<file path="src/rtl/cache_ctl_pkg.sv">
package cache_ctl_pkg;

    localparam int unsigned NSIDE   = 2;
    localparam int unsigned FIELD_W = 5;

    localparam int unsigned OFS_INIT = 0;
    localparam int unsigned OFS_EN   = 1;
    localparam int unsigned OFS_LOCK = 2;
    localparam int unsigned OFS_WBUF = 3;
    localparam int unsigned OFS_RBUF = 4;

    localparam int unsigned SIDE_IC = 0;
    localparam int unsigned SIDE_DC = 1;

    localparam int unsigned SIDE_BASE   [NSIDE] = '{0, 16};
    localparam bit          SIDE_RBUF   [NSIDE] = '{1'b1, 1'b0};
    localparam bit          SIDE_EN_RST [NSIDE] = '{1'b1, 1'b0};

    localparam logic [31:0] USED_MASK = 32'h000F_001F;

    typedef enum logic {
        KEY_SHUT  = 1'b0,
        KEY_ARMED = 1'b1
    } key_state_t;

    typedef enum logic {
        INIT_IDLE = 1'b0,
        INIT_WAIT = 1'b1
    } init_state_t;

endpackage

</file>
<file path="src/rtl/ccr_key_guard.sv">
module ccr_key_guard
    import cache_ctl_pkg::*;
(
    input  logic clk,
    input  logic rst_n,
    input  logic key_wr,
    input  logic key_match,
    input  logic setup_wr,
    output logic armed_o
);

    key_state_t state_q, state_d;

    always_ff @(posedge clk or negedge rst_n) begin
        if (!rst_n) begin
            state_q <= KEY_SHUT;
        end else begin
            state_q <= state_d;
        end
    end

    always_comb begin
        state_d = state_q;
        unique case (state_q)
            KEY_SHUT: begin
                if (key_wr && key_match) begin
                    state_d = KEY_ARMED;
                end
            end
            KEY_ARMED: begin
                if (setup_wr || (key_wr && !key_match)) begin
                    state_d = KEY_SHUT;
                end
            end
            default: state_d = KEY_SHUT;
        endcase
    end

    always_comb begin
        armed_o = (state_q == KEY_ARMED);
    end

endmodule

</file>
<file path="src/rtl/ccr_side.sv">
module ccr_side
    import cache_ctl_pkg::*;
#(
    parameter bit HAS_RBUF = 1'b1,
    parameter bit EN_RST   = 1'b1
) (
    input  logic               clk,
    input  logic               rst_n,
    input  logic               wr_ok,
    input  logic [FIELD_W-1:0] wfield,
    input  logic               init_started,
    output logic [FIELD_W-1:0] fields_o
);

    localparam logic RBUF_KEEP = HAS_RBUF;

    init_state_t state_q, state_d;
    logic        init_wr;
    logic        en_q, lock_q, wbuf_q, rbuf_q;

    always_comb begin
        init_wr = wr_ok && wfield[OFS_INIT];
    end

    always_ff @(posedge clk or negedge rst_n) begin
        if (!rst_n) begin
            state_q <= INIT_IDLE;
        end else begin
            state_q <= state_d;
        end
    end

    always_comb begin
        state_d = state_q;
        unique case (state_q)
            INIT_IDLE: begin
                if (init_wr && !init_started) begin
                    state_d = INIT_WAIT;
                end
            end
            INIT_WAIT: begin
                if (init_started) begin
                    state_d = INIT_IDLE;
                end
            end
            default: state_d = INIT_IDLE;
        endcase
    end

    always_ff @(posedge clk or negedge rst_n) begin
        if (!rst_n) begin
            en_q   <= EN_RST;
            lock_q <= 1'b0;
            wbuf_q <= 1'b0;
            rbuf_q <= 1'b0;
        end else if (wr_ok) begin
            en_q   <= wfield[OFS_EN]   && !wfield[OFS_INIT];
            lock_q <= wfield[OFS_LOCK] && !wfield[OFS_INIT];
            wbuf_q <= wfield[OFS_WBUF];
            rbuf_q <= wfield[OFS_RBUF] && RBUF_KEEP;
        end
    end

    always_comb begin
        fields_o           = '0;
        fields_o[OFS_INIT] = (state_q == INIT_WAIT);
        fields_o[OFS_EN]   = en_q;
        fields_o[OFS_LOCK] = lock_q;
        fields_o[OFS_WBUF] = wbuf_q;
        fields_o[OFS_RBUF] = rbuf_q;
    end

endmodule

</file>
<file path="src/rtl/cache_ctl_regs.sv">
module cache_ctl_regs
    import cache_ctl_pkg::*;
#(
    parameter int unsigned       ADDR_W     = 8,
    parameter logic [ADDR_W-1:0] SETUP_ADDR = 8'h04,
    parameter logic [ADDR_W-1:0] KEY_ADDR   = 8'h08,
    parameter logic [31:0]       UNLOCK_KEY = 32'hF123_F456
) (
    input  logic              clk,
    input  logic              rst_n,
    input  logic [ADDR_W-1:0] bus_addr,
    input  logic              bus_we,
    input  logic [31:0]       bus_wdata,
    output logic [31:0]       bus_rdata,
    output logic              ic_en,
    output logic              ic_lock,
    output logic              ic_wbuf_skip,
    output logic              ic_rbuf_skip,
    output logic              ic_init_req,
    input  logic              ic_init_started,
    output logic              dc_en,
    output logic              dc_lock,
    output logic              dc_wbuf_skip,
    output logic              dc_init_req,
    input  logic              dc_init_started
);

    logic               setup_wr;
    logic               key_wr;
    logic               key_match;
    logic               key_open;
    logic               wr_ok;
    logic [NSIDE-1:0]   side_start;
    logic [FIELD_W-1:0] side_bits [NSIDE];
    logic [31:0]        rd_setup;

    always_comb begin
        setup_wr  = bus_we && (bus_addr == SETUP_ADDR);
        key_wr    = bus_we && (bus_addr == KEY_ADDR);
        key_match = (bus_wdata == UNLOCK_KEY);
        wr_ok     = setup_wr && key_open;
    end

    ccr_key_guard u_key (
        .clk       (clk),
        .rst_n     (rst_n),
        .key_wr    (key_wr),
        .key_match (key_match),
        .setup_wr  (setup_wr),
        .armed_o   (key_open)
    );

    always_comb begin
        side_start[SIDE_IC] = ic_init_started;
        side_start[SIDE_DC] = dc_init_started;
    end

    for (genvar g = 0; g < NSIDE; g++) begin : g_side
        ccr_side #(
            .HAS_RBUF (SIDE_RBUF[g]),
            .EN_RST   (SIDE_EN_RST[g])
        ) u_side (
            .clk          (clk),
            .rst_n        (rst_n),
            .wr_ok        (wr_ok),
            .wfield       (bus_wdata[SIDE_BASE[g] +: FIELD_W]),
            .init_started (side_start[g]),
            .fields_o     (side_bits[g])
        );
    end

    always_comb begin
        rd_setup = '0;
        for (int i = 0; i < NSIDE; i++) begin
            rd_setup[SIDE_BASE[i] +: FIELD_W] = side_bits[i];
        end
    end

    always_comb begin
        bus_rdata = (bus_addr == SETUP_ADDR) ? rd_setup : '0;
    end

    always_comb begin
        ic_init_req  = side_bits[SIDE_IC][OFS_INIT];
        ic_en        = side_bits[SIDE_IC][OFS_EN];
        ic_lock      = side_bits[SIDE_IC][OFS_LOCK];
        ic_wbuf_skip = side_bits[SIDE_IC][OFS_WBUF];
        ic_rbuf_skip = side_bits[SIDE_IC][OFS_RBUF];
        dc_init_req  = side_bits[SIDE_DC][OFS_INIT];
        dc_en        = side_bits[SIDE_DC][OFS_EN];
        dc_lock      = side_bits[SIDE_DC][OFS_LOCK];
        dc_wbuf_skip = side_bits[SIDE_DC][OFS_WBUF];
    end

endmodule

</file>
<file path="config.mk">
export PLATFORM = sky130hd
export DESIGN_NAME = cache_ctl_regs
export DESIGN_NICKNAME = d
export VERILOG_FILES = /design/src/rtl/cache_ctl_pkg.sv /design/src/rtl/ccr_key_guard.sv /design/src/rtl/ccr_side.sv /design/src/rtl/cache_ctl_regs.sv
export SDC_FILE = /design/constraint.sdc
export NUM_CORES = 1
export LEC_CHECK = 0
export ABC_AREA = 1
export ABC_CLOCK_PERIOD_IN_PS = 900
export BUFFER_PORTS_ARGS = -buffer_cell sky130_fd_sc_hd__buf_2
export CAP_MARGIN = 20
export CORE_AREA = 2 2 56 58
export DETAILED_ROUTE_END_ITERATION = 8
export DIE_AREA = 0 0 58 60
export GPL_ROUTABILITY_DRIVEN = 0
export PLACE_DENSITY = 0.81
export REMOVE_ABC_BUFFERS = 1
export SLEW_MARGIN = 20
export SYNTH_ARGS = -nofsm -noshare
export SYNTH_HDL_FRONTEND = slang
export SYNTH_SLANG_ARGS = --single-unit
</file>
<file path="constraint.sdc">
create_clock -name clk -period 0.9 [get_ports clk]
set_clock_uncertainty 0.05 [all_clocks]
set_input_delay 0.135 -clock clk [delete_from_list [all_inputs] [get_ports clk]]
set_output_delay 0.135 -clock clk [all_outputs]
set_load 0.05 [all_outputs]
</file>
== Word level (Yosys, flattened, before mapping) ==
Index checks and enable logic that the tools add are counted.
W data, S select, Z words.
Operators by class
  eq/ne operators: 3
  multiplexer cells: 10
  bitwise logic cells: 3
  reductions and logical operators: 19
Operators by type and width (number)
  $eq A32 B32 Y1 const B: 1
  $mux W20: 1
  $logic_and A1 B1 Y1: 13
  $eq A8 B3 Y1 const B: 1
  $eq A8 B4 Y1 const B: 1
  $mux W1: 6
  $pmux W1 S2: 3
  $logic_not A1 Y1: 5
  $not A1 Y1: 3
  $logic_or A1 B1 Y1: 1
Storage, ports and cells
  register bits after elaboration: 10
  word-level logic and storage cells: 45

== Logic depth before layout (Yosys ltp) ==
Gate-level depths: netlist (run 1).
  depth after elaboration: 7
  depth in mapped cells: 8
  depth with buffers taken out: 7

== Hierarchy ==
Synthesis (run 1) repeated with hierarchy kept, for this count alone.
Unflattened totals
  cell total of the unflattened synthesis: 156
  area total of the unflattened synthesis: 972.2 um^2
Modules (own cells, without submodules)
  cache_ctl_regs: instances 1, cells each 98, area an instance 486.7 um^2, sequential area each 0.0 um^2
  ccr_side (g_side[0].u_side): instances 1, cells each 27, area an instance 231.5 um^2, sequential area each 126.4 um^2
  ccr_side (g_side[1].u_side): instances 1, cells each 24, area an instance 201.4 um^2, sequential area each 100.1 um^2
  ccr_key_guard: instances 1, cells each 7, area an instance 52.6 um^2, sequential area each 25.0 um^2

== Least setup slack after synthesis (run 1) ==
No wires, ideal clock.
  path type: register -> output
  from: register g_side[0].u_side.rbuf_q
  to: output port bus_rdata[4]
  arrival: 1414 ps
  path slack: -699 ps
  cell stages (with the launch flop): 3
  cell sequence: dfrtp_1 -> inv_1 -> nor2_1
Between the ends
  longest elaborated chain between the ends: 1
RTL lines
  start: declaration: line ccr_side.sv:19  | logic en_q, lock_q, wbuf_q, rbuf_q;
  start signal: assignment: line ccr_side.sv:60  | rbuf_q <= wfield[OFS_RBUF] && RBUF_KEEP;
  $mux W20: line cache_ctl_regs.sv:80  | bus_rdata = (bus_addr == SETUP_ADDR) ? rd_setup : '0;
  end: declaration: line cache_ctl_regs.sv:14  | output logic [31:0] bus_rdata,
Every way passes these cells.

== Worst setup path in the final report (run 1) ==
  from: register g_side[0].u_side.en_q
  to: output port bus_rdata[1]
Between the ends
  longest elaborated chain between the ends: 1
RTL lines
  start: declaration: line ccr_side.sv:19
  start signal: assignment: line ccr_side.sv:57  | en_q <= wfield[OFS_EN] && !wfield[OFS_INIT];
  $mux W20: line cache_ctl_regs.sv:80
Every way passes these cells.

==> impl_metrics.json, run 1 <==
{
  "p_leak_nw": 0.938,
  "slew_violations": 0,
  "clkLatencyLatePin_ps": 270,
  "synthMuxAreaShare_pct": 0,
  "dieArea_sq_mm": 0.00348,
  "synthSimpleGateAreaFrac_pct": 29.2,
  "grt_overflow": 0,
  "status": "finished with violations",
  "synth-seq-area-share_pct": 28.5,
  "io_pins": 86,
  "synth-compound-area-share_pct": 9.21,
  "period_share_pct": 146,
  "cts-root-buf": "clkbuf_4",
  "clock_path_buffers": 2,
  "clk_pin_slew_ps": 70,
  "via_per_inst": 3.99,
  "seq_area_sq_um": 251,
  "drc": 0,
  "drv_cap": 0,
  "grtUsageMet3_pct": 3.03,
  "start_util_pct": 30.4,
  "antenna_found_initial": 0,
  "setup_viol": 28,
  "num_antenna_cells": 0,
  "power.total_mw": 1.49,
  "rsz0062_at_grt": "yes",
  "routed_wl_um": 2850,
  "ys_seq_elements": 10,
  "max_freq_mhz": 759,
  "cp_data_required_time_ps": 710,
  "worst_path_max_delay_cell": "dfstp_2",
  "numCtsBuffers": 3,
  "hold_violations": 0,
  "power_density_mw_per_mm2": 881,
  "yosysWarnings": 0,
  "crit_fanout": 2,
  "syn_area_sq_um": 883,
  "core_area_sq_mm": 0.00290,
  "area_growth_pct": 90.9,
  "routedWlPerCell_um": 10.7,
  "grtUsageTotal_pct": 14.9,
  "top_usage_layer": "met2",
  "crit_path_end_kind": "output pin",
  "synth_top_family_by_area": "buffers and inverters",
  "layout.nets": 280,
  "path_cells": "inv_2, nor2_2, buf_6",
  "vias": 1064,
  "critical_path_class": "reg2out",
  "grtUsageMet2_pct": 28.7,
  "dr.pass1.iters": 3,
  "synth_edf_count": 0,
  "htreeDepth": 1,
  "die_h_um": 60,
  "grt_pass1_wl_um": 3840,
  "synth_xor_area_share_pct": 0,
  "synth_cell_type_count": 17,
  "fin_util_pct": 58.1,
  "multiInputGateArea_sq_um": 522,
  "dr.first_iter.drc_count": 21,
  "fin_crit_ps": 1320,
  "ir_worst_vdd_uv": 540,
  "fillers": 257,
  "place_hpwl_um": 1790,
  "grt_max_degree": 11,
  "timing.final.ws_setup_ps": -418,
  "async_reset_ff_share_pct": 100,
  "critPathTopFamily": "flip-flops",
  "worstPathArrival_ps": 1130,
  "layout_commonest_cell": "buf_2",
  "critPathMaxStageDelay_ps": 560,
  "use_met1_pct": 15.2,
  "crit_path_start_kind": "flip-flop",
  "rows": 20,
  "antenna_left": 0,
  "clock-sinks": 10,
  "synthAdderAreaFrac_pct": 0,
  "die_x_um": 58,
  "drive_above_1_share_pct": 57.3,
  "io_buffer_count": 62,
  "cp.buffers_inverters": 2,
  "synth_cells": 138,
  "hold_class": "in2reg",
  "timing.hold.ws_ps": 80.7,
  "synth.avg_cell_area_sq_um": 6.40,
  "tritoncts": "yes",
  "final_cell_mix": "buf_2 (44), nand2_1 (25), conb_1 (23)",
  "synth_ff_type": "dfrtp_1",
  "violations": "setup timing",
  "grt_pass1_vias": 926
}
[power breakdown]
part           leakage [nW]  switching [mW]  total, mW  internal [mW]
registers             0.126          0.0127      0.481          0.468
logic                 0.791           0.395      0.597          0.202
clock network        0.0210           0.163      0.409          0.246
total                 0.938           0.571       1.49          0.916
[sequential cells by signal, summed over array words and instances, names as in the netlist]
name                   count
g_side.u_side.lock_q       2
g_side.u_side.wbuf_q       2
g_side.u_side.rbuf_q       1
g_side.u_side.state_q      2
g_side.u_side.en_q         2
u_key.armed_o              1
[cells by family after synthesis]
logic type / after synthesis
AND/OR/NAND/NOR: 64
buffers and inverters: 52
AO/OA/AOI/OAI: 11
flip-flops: 10
other: 1
[worst paths after layout]
path                                          from  cells after the start  slack [ps]                  endpoint
setup / recovery             g_side[0].u_side.en_q                      3        -420              bus_rdata[1]
hold / removal                        bus_wdata[4]                      3          80   g_side[0].u_side.rbuf_q
setup reg to reg             g_side[1].u_side.en_q                      5        -120     g_side[1].u_side.en_q
hold reg to reg            g_side[0].u_side.lock_q                      3         560   g_side[0].u_side.lock_q
max in group asynchronous                    rst_n                      2         310     g_side[0].u_side.en_q
min in group asynchronous                    rst_n                      2         230  g_side[1].u_side.state_q
[synth_stat cells (3+ instances only)]
master | instances | area (sq um)
nand2_1 | 32 | 120
inv_1 | 27 | 101
buf_4 | 23 | 173
nor2_1 | 23 | 86.3
dfrtp_1 | 9 | 225
o21ai_2 | 6 | 52.6
nand3_1 | 4 | 20.0
a21oi_1 | 3 | 15.0
nor2_2 | 3 | 18.8
[through the flow]
step / setup TNS, ps / instance area, sq um / setup WS [ps] / instances
final: -5370 / 1690 / -418 / 267
after global routing: -6870 / 1690 / -476 / 267
after CTS: -5180 / 1540 / -405 / 260
after detailed placement: -4940 / 1280 / -307 / 250
after global placement: -4600 / 1280 / -293 / 250
after floorplan: -7050 / 782 / -699 / 136
[area by class of cell]
class                   count  share of cell area [%]
multi-input cells          99                    30.9
clock buffers               4                    2.15
well taps                  33                    2.45
repair buffers             93                    43.3
flip-flops and latches     10                    14.9
inverters                  28                    6.23
[worst min-delay path, stage by stage]
cell and delay (ps):
buf_2 100, nor2_2 40, a21oi_2 80
[layer usage]
layer  vias up  routed length [um]
met4         0                  25
met3         2                 196
met1       459                1110
met2        50                1510
met5         -                   0
li1        553                   -
[repair_timing]
item | CTS | global route
endpoints found under the setup margin | 28 | 28
hold endpoints to repair | 12 | 0
hold buffers | 3 | 0
gates cloned | 1 | 0
pin swaps | 7 | 10
setup buffers | 2 | 8
resized for setup | 56 | 30
Note: power is estimated with default switching activity, not from simulation.
==> run 2: changes to the inputs <==
--- a/config.mk
+++ b/config.mk
@@ -7,7 +7,7 @@
 export LEC_CHECK = 0
 export ABC_AREA = 1
 export ABC_CLOCK_PERIOD_IN_PS = 900
-export BUFFER_PORTS_ARGS = -buffer_cell sky130_fd_sc_hd__buf_2
+export BUFFER_PORTS_ARGS = -buffer_cell sky130_fd_sc_hd__clkbuf_2
 export CAP_MARGIN = 20
 export CORE_AREA = 2 2 56 58
 export DETAILED_ROUTE_END_ITERATION = 8
@@ -15,6 +15,7 @@
 export GPL_ROUTABILITY_DRIVEN = 0
 export PLACE_DENSITY = 0.81
 export REMOVE_ABC_BUFFERS = 1
+export SKIP_CTS_REPAIR_TIMING = 1
 export SLEW_MARGIN = 20
 export SYNTH_ARGS = -nofsm -noshare
 export SYNTH_HDL_FRONTEND = slang
==> run 2 against run 1 <==
  * The flow still finishes with violations (setup timing)
  * Via count increased by 1.0%
  * Clock power about the same
  * Sequential power is essentially flat
  * Combinational power decreased by 3.5%
  * Total power is 1.5% lower
  * Worst hold slack better by 13 ps
  * Non-clock buffer count decreased by 3
  * Cell count is 1.1% lower
  * Maximum frequency rose by 2.4%
  * Critical path depth stayed put
  * Die area unchanged
==> impl_metrics.json, run 2 (synthesis gave the netlist of run 1 again) <==
{
  "path_cells": "inv_2, nor2_2, buf_6",
  "holdPathEnd": "g_side[1].u_side.lock_q",
  "grt_max_degree": 16,
  "violations": "setup timing",
  "rr_worst_depth": 5,
  "timing.final.ws_setup_ps": -387,
  "io_pins": 86,
  "dp_cells": 252,
  "critical_path_class": "reg2out",
  "dr.first_iter.drc_count": 31,
  "dr.pass1.iters": 4,
  "fin_crit_ps": 1290,
  "clock_path_buffers": 2,
  "p_leak_nw": 0.910,
  "grt_pass1_wl_um": 3370,
  "grt_pass1_vias": 881,
  "ir_worst_vdd_uv": 836,
  "area_growth_pct": 82.0,
  "drc": 0,
  "place_hpwl_um": 1920,
  "cp_data_required_time_ps": 710,
  "drv_cap": 0,
  "power_density_mw_per_mm2": 910,
  "tritoncts": "yes",
  "numCtsBuffers": 3,
  "r2r_end": "g_side[0].u_side.state_q",
  "timing.rr.start": "u_key.armed_o",
  "via_per_inst": 4.07,
  "die_x_um": 58,
  "hold_class": "in2reg",
  "cp.buffers_inverters": 2,
  "routedWlPerCell_um": 10.3,
  "core_area_sq_mm": 0.00290,
  "clk_pin_slew_ps": 70,
  "hold_start": "bus_wdata[18]",
  "clkLatencyLatePin_ps": 260,
  "rows": 20,
  "critPathTopFamily": "flip-flops",
  "rsz0062_at_grt": "yes",
  "layout_commonest_cell": "clkbuf_2",
  "grtUsageTotal_pct": 12.4,
  "drive_above_1_share_pct": 51.5,
  "crit_path_end_kind": "output pin",
  "antenna_left": 0,
  "start_util_pct": 30.4,
  "max_freq_mhz": 777,
  "clock-sinks": 10,
  "fin_setup_tns_ps": -4930,
  "setup_viol": 28,
  "status": "finished with violations",
  "antenna_found_initial": 0,
  "final_cell_mix": "clkbuf_2 (44), nand2_1 (30), inv_1 (24)",
  "vias": 1075,
  "htreeDepth": 1,
  "slew_violations": 0,
  "period_share_pct": 143,
  "cts-root-buf": "clkbuf_4",
  "layout.nets": 277,
  "routed_wl_um": 2730,
  "hold_violations": 0,
  "worst_path_max_delay_cell": "dfstp_2",
  "dieArea_sq_mm": 0.00348,
  "critPathMaxStageDelay_ps": 540,
  "min_path_cells": 3,
  "crit_path_start_kind": "flip-flop",
  "crit_fanout": 2,
  "rrSetupSlack_ps": -110,
  "fin_util_pct": 55.4,
  "die_h_um": 60,
  "worstPathArrival_ps": 1100,
  "num_antenna_cells": 0,
  "grt_overflow": 0,
  "io_buffer_count": 62,
  "final_cells": 264
}
[run 2: changes by cell type in the layout (fill, tap and decap cells not counted), moves of 2 or more]
cell,previous run,this run
clkbuf_2,0,44
nand2_2,7,2
inv_1,21,24
nor2_1,14,18
nand2_1,25,30
buf_8,9,4
buf_2,44,0
nor2_2,9,6
buf_6,18,20
inv_2,7,4
[run 2: layout make-up]
type	count	area, sq um
clock buffer	4	36.3
fill	263	1290
inverter	28	105
multi-input combinational	99	495
sequential	10	251
tap	33	41.3
timing repair buffer	90	678
[run 2: through the flow]
step	setup slack (ps)	total power, mW	area, sq um	hold WS (ps)
6_report	-387	1.46	1610	93.4
5_1_grt	-429	1.54	1610	108
3_5_place_dp	-405	0.997	1290	-32.0
4_1_cts	-485	1.41	1330	-323
3_3_place_gp	-319	0.989	1290	-37.2
2_1_floorplan	-699	0.816	782	-211
[run 2: layer usage]
| metal | up-vias | global-route usage [%] | wire, um |
|---|---|---|---|
| met5 | - | 0 | 0 |
| met2 | 54 | 23.9 | 1500 |
| met3 | 6 | 0.866 | 194 |
| met1 | 470 | 13.7 | 991 |
| li1 | 545 | - | - |
| met4 | 0 | 5.98 | 44 |
[run 2: worst max path at each step]
stage | start | to | slack [ps] | cells after the start
final | g_side[0].u_side.en_q | bus_rdata[1] | -390 | 3
after global routing | g_side[0].u_side.en_q | bus_rdata[1] | -430 | 3
after CTS | g_side[0].u_side.en_q | bus_rdata[1] | -480 | 3
after detailed placement | bus_addr[1] | g_side[0].u_side.rbuf_q | -400 | 8
after global placement | bus_addr[1] | g_side[0].u_side.rbuf_q | -320 | 8
after floorplan | g_side[0].u_side.rbuf_q | bus_rdata[4] | -700 | 2
[run 2: where the power goes]
group          internal (mW)  switching [mW]  total [mW]
combinational          0.189           0.387       0.576
sequential             0.468          0.0125       0.481
clock                  0.246           0.161       0.406
[run 2: worst reg2reg max path: stages, from the launching register on]
cell     delay (ps)
dfrtp_1         340
inv_2            50
nor2_4          140
buf_6           120
nand3_2          60
a21oi_2         170
==> run 3: changes to the inputs <==
--- a/config.mk
+++ b/config.mk
@@ -9,11 +9,13 @@
 export ABC_CLOCK_PERIOD_IN_PS = 900
 export BUFFER_PORTS_ARGS = -buffer_cell sky130_fd_sc_hd__clkbuf_2
 export CAP_MARGIN = 20
-export CORE_AREA = 2 2 56 58
+export CELL_PAD_IN_SITES_DETAIL_PLACEMENT = 1
+export CELL_PAD_IN_SITES_GLOBAL_PLACEMENT = 1
+export CORE_AREA = 2 2 70 72
 export DETAILED_ROUTE_END_ITERATION = 8
-export DIE_AREA = 0 0 58 60
+export DIE_AREA = 0 0 72 74
 export GPL_ROUTABILITY_DRIVEN = 0
-export PLACE_DENSITY = 0.81
+export PLACE_DENSITY = 0.83
 export REMOVE_ABC_BUFFERS = 1
 export SKIP_CTS_REPAIR_TIMING = 1
 export SLEW_MARGIN = 20
==> constraint.sdc (replaced) <==
create_clock -name clk -period 0.9 [get_ports clk]
set_clock_uncertainty 0.05 [all_clocks]
set_input_delay 0.18 -clock clk [delete_from_list [all_inputs] [get_ports clk]]
set_output_delay 0.18 -clock clk [all_outputs]
set_load 0.05 [all_outputs]
==> run 3 against run 2 <==
  * The run still ends with setup timing left
  * Core utilization decreased by 19 points
  * Setup slack gained 13 ps
  * Clock power increased by 40%
  * Global-route usage is 2.1 points lower
  * Die area is 53% higher
  * Clock-buffer cell count did not move
  * Sequential cell count stayed put
  * Sequential power hardly changed
  * Design area increased by 4.8%
  * Wire length up 7.7%
  * Combinational power hardly changed
  * Register-to-register slack improved by 20 ps
  * Critical endpoint unchanged
  * Largest power group unchanged
  * Highest routed layer unchanged
==> impl_metrics.json, run 3 (synthesis gave the netlist of run 1 again) <==
{
  "htreeDepth": 1,
  "grt_max_degree": 11,
  "routedWlPerCell_um": 10.4,
  "grt_overflow": 0,
  "worstPathArrival_ps": 1040,
  "timing.hold.ws_ps": 44.7,
  "drc": 0,
  "place_hpwl_um": 2400,
  "clock_path_buffers": 2,
  "dr.first_iter.drc_count": 20,
  "fin_area_sq_mm": 0.00169,
  "use_met1_pct": 10.2,
  "crit_path_end_kind": "output pin",
  "cts-root-buf": "clkbuf_8",
  "vias": 1061,
  "power_density_mw_per_mm2": 966,
  "worst_path_max_delay_cell": "dfstp_2",
  "status": "finished with violations",
  "grtUsageMet2_pct": 20.6,
  "path_cells": "inv_2, nor2_2, buf_6",
  "layout.nets": 273,
  "layout_commonest_cell": "clkbuf_2",
  "routed_wl_um": 2940,
  "p_clk_share_pct": 34.9,
  "timing.final.ws_setup_ps": -374,
  "dieArea_sq_mm": 0.00533,
  "dr.pass1.iters": 2,
  "top_usage_layer": "met2",
  "grt_pass1_vias": 993,
  "seq_power_share_pct": 29.7,
  "max_freq_mhz": 785,
  "clkLatencyLatePin_ps": 240,
  "period_share_pct": 142,
  "hold_violations": 0,
  "via_per_inst": 3.78,
  "critPathTopFamily": "flip-flops",
  "rsz0062_at_grt": "yes",
  "critical_path_class": "reg2out",
  "violations": "setup timing",
  "numCtsBuffers": 3,
  "start_util_pct": 19.2,
  "cp.buffers_inverters": 2,
  "hold_class": "in2reg",
  "area_growth_pct": 90.8,
  "clk_pin_slew_ps": 50,
  "p_comb_share_pct": 35.4,
  "tritoncts": "yes",
  "die_h_um": 74,
  "p_int_mw": 1.04,
  "io_buffer_count": 62,
  "num_antenna_cells": 0,
  "fin_setup_tns_ps": -5460,
  "rows": 25,
  "crit_fanout": 2,
  "cp_data_required_time_ps": 670,
  "p_switching_mw": 0.590,
  "core_area_sq_mm": 0.00460,
  "fin_crit_ps": 1270,
  "die_x_um": 72,
  "place_area_sq_mm": 0.00138,
  "antenna_found_initial": 0,
  "grt_pass1_wl_um": 4250,
  "clock-sinks": 10,
  "setup_viol": 28,
  "io_pins": 86,
  "critPathMaxStageDelay_ps": 530,
  "drv_cap": 0,
  "antenna_left": 0,
  "sw_frac_of_total_pct": 36.2,
  "grtUsageMet3_pct": 2.44,
  "slew_violations": 0,
  "drive_above_1_share_pct": 55.5,
  "crit_path_start_kind": "flip-flop",
  "ir_worst_vdd_uv": 323,
  "final_cell_mix": "clkbuf_2 (44), inv_1 (25), nand2_1 (24)",
  "p_leak_nw": 0.918,
  "grtUsageTotal_pct": 10.3
}
## run 3: changes by cell type in the layout (fill, tap and decap cells not counted), sizes merged
cell         delta
buf             -1
nand2           -1
dlygate4sd3     -2
## run 3: per-stage QoR
step | total power [mW] | utilization [%] | setup WS (ps) | std cells
3_3_place_gp | 0.990 | 30.0 | -367 | 273
4_1_cts | 1.59 | 31.2 | -502 | 277
2_1_floorplan | 0.816 | - | -744 | 136
5_1_grt | 1.73 | 36.7 | -439 | 281
6_report | 1.63 | 36.7 | -374 | 281
3_5_place_dp | 1.00 | 30.0 | -461 | 273
## run 3: path summary, 6_finish.rpt
kind | start | to | slack [ps] | cells after the start
min | ic_init_started | g_side[0].u_side.state_q | 40 | 2
max in group asynchronous | rst_n | g_side[0].u_side.en_q | 230 | 2
min in group asynchronous | rst_n | g_side[0].u_side.lock_q | 300 | 2
max | g_side[0].u_side.en_q | bus_rdata[1] | -370 | 3
min reg2reg | g_side[0].u_side.wbuf_q | g_side[0].u_side.wbuf_q | 490 | 2
max reg2reg | u_key.armed_o | u_key.armed_o | -90 | 6
## run 3: power by group through the flow
stage / registers, mW / clock network (mW) / logic [mW]
after global routing: 0.485 / 0.619 / 0.622
final: 0.483 / 0.569 / 0.577
after CTS: 0.479 / 0.590 / 0.518
after global placement: 0.485 / 0 / 0.505
after detailed placement: 0.487 / 0 / 0.517
after floorplan: 0.526 / 0 / 0.291
## run 3: layout make-up
| class | instances | area, sq um |
|---|---|---|
| Fill cell | 588 | 2910 |
| Timing Repair Buffer | 87 | 682 |
| Multi-Input combinational cell | 98 | 524 |
| Sequential cell | 10 | 251 |
| Inverter | 28 | 105 |
| Tap cell | 54 | 67.6 |
| Clock buffer | 4 | 55.1 |
## run 3: per-layer routing
metal	wire length (um)	part of all wire, %
met5	0	0
met4	24	0.82
met3	222	7.6
met2	1680	57
met1	1010	34
## run 3: worst reg2reg max path, delay by kind of cell (launching register included)
family	cells	cell delay, ps
flops	1	370
buf+inv	2	210
simple gates	3	190
compound gates	1	100
